### src/rtl/ipi_tmr_pkg.sv
package ipi_tmr_pkg;
   localparam int NSLOT     = 4;
   localparam int CPU_ID_W  = 2;
   localparam int IPI_SET_LO = 12;
   localparam int IPI_CLR_LO = 8;
   localparam int TMR_CLR_LO = 4;
   localparam int NXM_ACK_BIT = 28;
   localparam int RD_FIELD_TOP = 12;

   typedef enum logic [1:0] {
      SEL_CTRL     = 2'd0,
      SEL_IPI_RAISE = 2'd1,
      SEL_IPI_PEND = 2'd2,
      SEL_TMR_PEND = 2'd3
   } reg_sel_e;

   typedef struct packed {
      logic [NSLOT-1:0] ipi_set;
      logic [NSLOT-1:0] ipi_clr;
      logic [NSLOT-1:0] tmr_clr;
      logic             empty;
   } wr_cmd_t;
endpackage

### src/rtl/intc_wr_decode.sv
module intc_wr_decode
   import ipi_tmr_pkg::*;
#(
   parameter int DATA_W    = 64,
   parameter int CPU_COUNT = 4
) (
   input  logic              wr_en,
   input  logic [1:0]        reg_sel,
   input  logic [DATA_W-1:0] wdata,
   output wr_cmd_t           cmd
);
   localparam logic [NSLOT-1:0] LIVE = NSLOT'((1 << CPU_COUNT) - 1);

   logic [NSLOT-1:0] f_set, f_clr, f_tclr, low_mask;
   logic             nxm_ack;
   logic             unused_bits;

   assign f_set    = wdata[IPI_SET_LO +: NSLOT];
   assign f_clr    = wdata[IPI_CLR_LO +: NSLOT];
   assign f_tclr   = wdata[TMR_CLR_LO +: NSLOT];
   assign low_mask = wdata[NSLOT-1:0];
   assign nxm_ack  = wdata[NXM_ACK_BIT];
   assign unused_bits = ^{wdata[DATA_W-1:NXM_ACK_BIT+1], wdata[NXM_ACK_BIT-1:IPI_SET_LO+NSLOT]};

   always_comb begin
      cmd = '0;
      if (wr_en) begin
         unique case (reg_sel_e'(reg_sel))
            SEL_CTRL: begin
               cmd.ipi_set = f_set & LIVE;
               cmd.ipi_clr = f_clr & LIVE;
               cmd.tmr_clr = f_tclr & LIVE;
               cmd.empty   = ~|{f_set, f_clr, f_tclr, nxm_ack};
            end
            SEL_IPI_RAISE: begin
               cmd.ipi_set = low_mask & LIVE;
               cmd.empty   = ~|low_mask;
            end
            SEL_IPI_PEND: begin
               cmd.ipi_clr = low_mask & LIVE;
               cmd.empty   = ~|low_mask;
            end
            SEL_TMR_PEND: begin
               cmd.tmr_clr = low_mask & LIVE;
               cmd.empty   = ~|low_mask;
            end
            default: cmd = '0;
         endcase
      end
   end
endmodule

### src/rtl/intc_pend_bank.sv
module intc_pend_bank
   import ipi_tmr_pkg::*;
#(
   parameter int CPU_COUNT = 4
) (
   input  logic             clk,
   input  logic             rst_n,
   input  logic [NSLOT-1:0] set_mask,
   input  logic [NSLOT-1:0] clr_mask,
   output logic [NSLOT-1:0] pend
);
   for (genvar g = 0; g < NSLOT; g++) begin : g_slot
      if (g < CPU_COUNT) begin : g_live
         always_ff @(posedge clk) begin
            if (!rst_n)           pend[g] <= 1'b0;
            else if (set_mask[g]) pend[g] <= 1'b1;
            else if (clr_mask[g]) pend[g] <= 1'b0;
         end
      end else begin : g_absent
         logic unused_in;
         assign unused_in = set_mask[g] | clr_mask[g];
         assign pend[g]   = 1'b0;
      end
   end
endmodule

### src/rtl/intc_readback.sv
module intc_readback
   import ipi_tmr_pkg::*;
#(
   parameter int DATA_W = 64
) (
   input  logic                clk,
   input  logic                rst_n,
   input  logic                rd_en,
   input  logic [1:0]          reg_sel,
   input  logic [CPU_ID_W-1:0] req_cpu,
   input  logic [NSLOT-1:0]    ipi_pend,
   input  logic [NSLOT-1:0]    tmr_pend,
   output logic [DATA_W-1:0]   rdata,
   output logic                rd_valid
);
   logic [DATA_W-1:0] rd_mux;

   always_comb begin
      rd_mux = '0;
      unique case (reg_sel_e'(reg_sel))
         SEL_CTRL: begin
            rd_mux[IPI_CLR_LO +: NSLOT] = ipi_pend;
            rd_mux[TMR_CLR_LO +: NSLOT] = tmr_pend;
            rd_mux[CPU_ID_W-1:0]        = req_cpu;
         end
         SEL_IPI_PEND:  rd_mux[NSLOT-1:0] = ipi_pend;
         SEL_TMR_PEND:  rd_mux[NSLOT-1:0] = tmr_pend;
         default:       rd_mux = '0;
      endcase
   end

   always_ff @(posedge clk) begin
      if (!rst_n) begin
         rdata    <= '0;
         rd_valid <= 1'b0;
      end else begin
         rd_valid <= rd_en;
         rdata    <= rd_en ? rd_mux : '0;
      end
   end
endmodule

### src/rtl/ipi_timer_intc.sv
module ipi_timer_intc
   import ipi_tmr_pkg::*;
#(
   parameter int DATA_W    = 64,
   parameter int CPU_COUNT = 4
) (
   input  logic              clk,
   input  logic              rst_n,
   input  logic              wr_en,
   input  logic              rd_en,
   input  logic [1:0]        reg_sel,
   input  logic [DATA_W-1:0] wdata,
   input  logic [1:0]        req_cpu,
   input  logic              tick,
   output logic [DATA_W-1:0] rdata,
   output logic              rd_valid,
   output logic [3:0]        ipi_irq,
   output logic [3:0]        tmr_irq,
   output logic              err_pulse,
   output logic              warn_pulse
);
   if (CPU_COUNT < 1 || CPU_COUNT > NSLOT) begin : g_bad_count
      $error("CPU_COUNT must lie in 1..%0d", NSLOT);
   end
   if (DATA_W < 32) begin : g_bad_width
      $error("DATA_W must be at least 32");
   end

   wr_cmd_t          cmd;
   logic [NSLOT-1:0] ipi_pend, tmr_pend, tick_mask;
   logic             warn_d;

   intc_wr_decode #(.DATA_W(DATA_W), .CPU_COUNT(CPU_COUNT)) u_dec (
      .wr_en  (wr_en),
      .reg_sel(reg_sel),
      .wdata  (wdata),
      .cmd    (cmd)
   );

   intc_pend_bank #(.CPU_COUNT(CPU_COUNT)) u_ipi (
      .clk     (clk),
      .rst_n   (rst_n),
      .set_mask(cmd.ipi_set),
      .clr_mask(cmd.ipi_clr),
      .pend    (ipi_pend)
   );

   assign tick_mask = {NSLOT{tick}};

   intc_pend_bank #(.CPU_COUNT(CPU_COUNT)) u_tmr (
      .clk     (clk),
      .rst_n   (rst_n),
      .set_mask(tick_mask),
      .clr_mask(cmd.tmr_clr),
      .pend    (tmr_pend)
   );

   intc_readback #(.DATA_W(DATA_W)) u_rd (
      .clk     (clk),
      .rst_n   (rst_n),
      .rd_en   (rd_en),
      .reg_sel (reg_sel),
      .req_cpu (req_cpu),
      .ipi_pend(ipi_pend),
      .tmr_pend(tmr_pend),
      .rdata   (rdata),
      .rd_valid(rd_valid)
   );

   // redundant raise or acknowledge, judged against the pre-write state
   assign warn_d = |((cmd.ipi_set & ipi_pend) | (cmd.ipi_clr & ~ipi_pend));

   always_ff @(posedge clk) begin
      if (!rst_n) begin
         err_pulse  <= 1'b0;
         warn_pulse <= 1'b0;
      end else begin
         err_pulse  <= cmd.empty;
         warn_pulse <= warn_d;
      end
   end

   assign ipi_irq = ipi_pend;
   assign tmr_irq = tmr_pend;
endmodule

### config.mk
export PLATFORM = sky130hd
export DESIGN_NAME = ipi_timer_intc
export DESIGN_NICKNAME = d
export VERILOG_FILES = /design/src/rtl/ipi_tmr_pkg.sv /design/src/rtl/intc_wr_decode.sv /design/src/rtl/intc_pend_bank.sv /design/src/rtl/intc_readback.sv /design/src/rtl/ipi_timer_intc.sv
export SDC_FILE = /design/constraint.sdc
export NUM_CORES = 1
export LEC_CHECK = 0
export ABC_AREA = 1
export BUFFER_PORTS_ARGS = -buffer_cell sky130_fd_sc_hd__buf_2
export CORE_ASPECT_RATIO = 1.25
export CORE_MARGIN = 3
export CORE_UTILIZATION = 33
export DETAILED_ROUTE_END_ITERATION = 16
export GPL_TIMING_DRIVEN = 0
export HOLD_SLACK_MARGIN = 0.05
export PLACE_DENSITY = 0.77
export SLEW_MARGIN = 15
export SYNTH_ARGS = -nofsm -noshare
export SYNTH_HDL_FRONTEND = slang
export SYNTH_SLANG_ARGS = --single-unit
export TNS_END_PERCENT = 5
### constraint.sdc
create_clock -name clk -period 1 [get_ports clk]
set_input_delay 0.05 -clock clk [delete_from_list [all_inputs] [get_ports clk]]
set_output_delay 0.05 -clock clk [all_outputs]
set_load 0.01 [all_outputs]
* Yosys cells after proc, flatten, opt, wreduce, memory -nomap -nowiden *
Index checks and enable logic that the tools add are counted.

word-level totals
  input bits = 73
  register bits after elaboration = 75
  latch bits = 0
  RAM bits = 0
  word-level logic and storage cells = 62
  memories = 0
  output and inout port bits = 75
  bits in read-only memories = 0

operators by class
  $add $sub $neg = 0
  divide/modulo/power cells = 0
  reductions and logical operators = 18
  bitwise logic cells = 4
  shift operators = 0
  $mul = 0
  multiplexer cells = 23
  order comparisons = 0
  equal/unequal tests = 3

operators by type and width
  cell                count
  $pmux 4 s2          3
  $mux 1              16
  $reduce_bool 2->1   8
  $mux 13             1
  $reduce_or 13->1    1
  $and 4x4->4         2
  $reduce_or 4->1     2
  $pmux 2 s3          1
  $eq 2x2->1 const B  2
  $not 4->4           1
  $or 4x4->4          1
  $pmux 2 s2          1
  $reduce_and 2->1    2
  $reduce_and 3->1    1
  $reduce_or 3->1     1
  $eq 2x1->1 const B  1
  $logic_not 1->1     2
  $logic_not 2->1     1
  $pmux 1 s2          1

* Logic depth before layout (Yosys ltp) *
  depth in word-level cells = 7
  mapped depth = 9
  mapped depth without buffers = 8

* Hierarchy *
From an unflattened synthesis, not the netlist that was laid out.

second synthesis, totals
  cell total of the unflattened synthesis = 246
  area total of the unflattened synthesis = 1664.1 um^2

modules (own cells, without submodules)
  module          cells each  area each (um^2)  sequential area each (um^2)  instances
  intc_readback   106         875.8             260.2                        1
  intc_wr_decode  66          337.8             0.0                          1
  intc_pend_bank  21          148.9             80.1                         2
  ipi_timer_intc  32          152.6             40.0                         1

* Worst setup path before layout *
Ideal clock, no wire load.

  kind = input to register
  start point = in reg_sel[0]
  end point = reg warn_pulse
  buffers on the path = 1
  stages = 9
  slack = -0.033 ns
  data arrival time = 0.915 ns
  path through = inv_1 > ha_1 > buf_4 > nor2_2 > nor2_4 > nand3_1 > nand2_1 > nor2_1 > a21oi_2

on the way
  word-level cells in the longest chain between the ends = 6

RTL lines
  what                                      line                  source
  start: declaration                        ipi_timer_intc.sv:11  input logic [1:0] reg_sel,
  $eq 2x1->1, or another cell as far along  intc_wr_decode.sv:28  unique case (reg_sel_e'(reg_sel))
  $pmux 4 s2                                intc_wr_decode.sv:28
  $mux 13 (*)                               intc_wr_decode.sv:27  if (wr_en) begin
  $and 4x4->4                               ipi_timer_intc.sv:71  assign warn_d = |((cmd.ipi_set & ipi_pend) | (cmd.ipi_clr & ~ipi_pend));
  $or 4x4->4 (*)                            ipi_timer_intc.sv:71
  $reduce_or 4->1 (*)                       ipi_timer_intc.sv:71
  end signal: assignment                    ipi_timer_intc.sv:79  warn_pulse <= warn_d;
  end: declaration                          ipi_timer_intc.sv:20  output logic warn_pulse

Every way passes the cells marked *; elsewhere a longest branch is shown, timed or not.
A chain may end at the register's enable or synchronous reset.

* Worst setup path in the final report *
Same ends and word-level chain as after synthesis.

==> impl_metrics.json <==
{
  "max_cap_violations": 0,
  "setup_viol": 0,
  "required_ns": 1.19,
  "clk_pin_slew_ns": 0.08,
  "clock_latency_ns": 0.26,
  "synth_cell_types": 21,
  "cp_max_fo": 8,
  "hpwl_um": 3210,
  "vias_per_cell": 3.99,
  "ys_ff_latch": 23,
  "drt_iter0_drc": 108,
  "power_leakage_nw": 1.25,
  "fin_crit_sh_pct": 93.0,
  "crit_buf_inv": 3,
  "syn_area_um2": 1540,
  "io_buffers": 48,
  "synth_area_per_cell_um2": 6.98,
  "startpoint_type": "primary input",
  "cts_tree": "yes",
  "clockBufferDepth": 2,
  "wire_per_inst_um": 10.1,
  "vdd_drop_max_uv": 477,
  "cts.sink_count": 23,
  "io_pins": 148,
  "synth_area_leaders": "dfxtp_1, buf_4, nand2_1, inv_1, ha_1",
  "fillCellCount": 460,
  "fin_worst_skew_ns": 0.00286,
  "drt-pass1-iter-count": 4,
  "cts_root_buf": "clkbuf_8",
  "slowest_stage": "nor2_4",
  "slowest_delay_ns": 0.19,
  "groute.usage.overall_pct": 13.1,
  "synth_warnings": 0,
  "yosysTopAreaCell": "dfxtp_1",
  "synth_edf_count": 0,
  "num_antenna_cells": 0,
  "status": "finished clean",
  "core-area_um2": 4460,
  "place_inst": 378,
  "rows": 27,
  "place.gp.congestion": 0.923,
  "grt_max_degree": 13,
  "crit_top_cell": "nor2_4",
  "areaGrowthSynthToFinish_pct": 42.1,
  "stdcell_count": 385,
  "overflow": 0,
  "grt_pass1_wl_um": 5710,
  "via_count": 1537,
  "synth-main-ff-cell": "dfxtp_1",
  "die_x_um": 67.1,
  "synth.top_cells.by_count": "nand2_1, buf_4, dfxtp_1, inv_1, nor2_1",
  "hold_viol": 0,
  "yosys.area.top_type_share_pct": 29.9,
  "dieArea_um2": 5530,
  "post-synth-top-count-cell": "nand2_1",
  "cp.arrival_ns": 1.12,
  "power_density_nw_per_um2": 975,
  "ys_seq_area_share_pct": 29.9,
  "synth_cells": 221,
  "ant_nets": 0,
  "slew_violations": 0,
  "final_util_pct": 49.1,
  "cp-end-kind": "register",
  "drive_gt1_share_pct": 37.3,
  "ys_async_sr_fraction_pct": 0,
  "drc_errors": 0,
  "grt_pass1_vias": 1411,
  "die_h_um": 82.4,
  "nNetsFinal": 407,
  "min_period_ns": 0.930,
  "crit_chain": "clkbuf_4, inv_6, ha_4, buf_6, nor2_4, nor2_4, nand3_2, nand2_1, nor2_1, a21oi_2",
  "cts_buffers": 3,
  "cp_top_family": "simple AND/OR/NAND/NOR gates",
  "antenna_found_initial": 0,
  "hold_class": "primary input to register",
  "crit_type": "primary input to register",
  "fmax_mhz": 1080,
  "wirelength_um": 3870,
  "start_util_pct": 34.6,
  "hold_ws_ns": 0.0582,
  "htree_levels": 1
}
==> through the flow <==
stage	cell area, µm²	worst slack, ns	TNS (ns)	total power (W)
6_report	2190	0.0700	0	0.00214
5_1_grt	2190	-0.00654	-0.00654	0.00224
4_1_cts	2110	0.00803	0	0.00210
3_5_place_dp	2050	-0.300	-2.79	0.00154
3_3_place_gp	2050	-0.249	-2.07	0.00154
2_1_floorplan	1740	0.00278	0	0.00140
==> flip-flops by register name, indices dropped and copies added, names as in the netlist <==
register / flops
err_pulse: 1
u_ipi.pend: 4
u_rd.rd_valid: 1
u_rd.rdata: 12
u_tmr.pend: 4
warn_pulse: 1
==> routing by layer <==
metal / part of all wire, % / GRT usage [%] / vias up / wire (µm)
met3: 13 / 3.79 / 9 / 501
met4: 2.8 / 6.29 / 0 / 108
li1: - / - / 792 / -
met1: 38 / 14.1 / 645 / 1460
met2: 46 / 23.3 / 91 / 1800
met5: 0 / 0 / - / 0
==> area by class of cell <==
cell class,instances,area [µm²],share of cell area [%]
buffer,54,413,18.8
inverter,23,93.8,4.28
multi-input combinational,172,837,38.2
tap,58,72.6,3.31
timing repair buffer,51,268,12.2
clock buffer,4,45.0,2.06
sequential,23,462,21.1
==> repair_timing <==
action | CTS | global route
resized for setup | 2 | 15
buffers inserted | 0 | 2
endpoints found under the hold margin | 1 | 0
hold buffers | 1 | 0
pin swaps | 0 | 2
setup endpoints to repair | 1 | 3
==> logic make-up after synthesis <==
family	share of synthesized area, %
compound gates	7.31
fa+ha+maj	4.87
buf+inv	32.1
flops	29.9
other cells	0.243
simple gates	25.6
==> report_power, final <==
part           total [W]  internal (W)  switching [W]  leakage, nW
registers       0.000964      0.000944      0.0000199        0.188
clock network   0.000561      0.000284       0.000277       0.0228
logic           0.000611      0.000281       0.000330         1.04
total            0.00214       0.00151       0.000627         1.25
==> cell usage in the layout, fill, tap and decap left out, drive strengths merged <==
| cell type | netlist | layout |
|---|---|---|
| nor2 | 23 | 23 |
| nor3 | 1 | 1 |
| conb | 1 | 52 |
| a21oi | 12 | 12 |
| clkinv | 1 | 1 |
| ha | 6 | 6 |
| o21ai | 1 | 1 |
| o221ai | 2 | 2 |
| nand3 | 10 | 10 |
| dfxtp | 23 | 23 |
| clkbuf | 0 | 5 |
| a22o | 2 | 2 |
| nand2 | 61 | 61 |
| inv | 22 | 22 |
| o22ai | 1 | 1 |
| nand4 | 1 | 1 |
| buf | 54 | 103 |
| dlygate4sd3 | 0 | 1 |
==> path summary, 6_finish.rpt <==
check	from	to	slack [ns]	depth (start not counted)
worst max-delay path	reg_sel[0]	warn_pulse	0.07	10
worst max register to register	u_ipi.pend[0]	warn_pulse	0.09	5
worst min-delay path	rst_n	err_pulse	0.06	3
worst min register to register	u_tmr.pend[2]	u_rd.rdata[6]	0.48	2
==> worst register-to-register path, stage by stage (launching register included) <==
cell	delay [ns]
dfxtp_1	0.38
inv_1	0.10
nand3_1	0.09
nand2_1	0.05
nor2_1	0.11
a21oi_2	0.07
(Power assumes the default switching activity.)
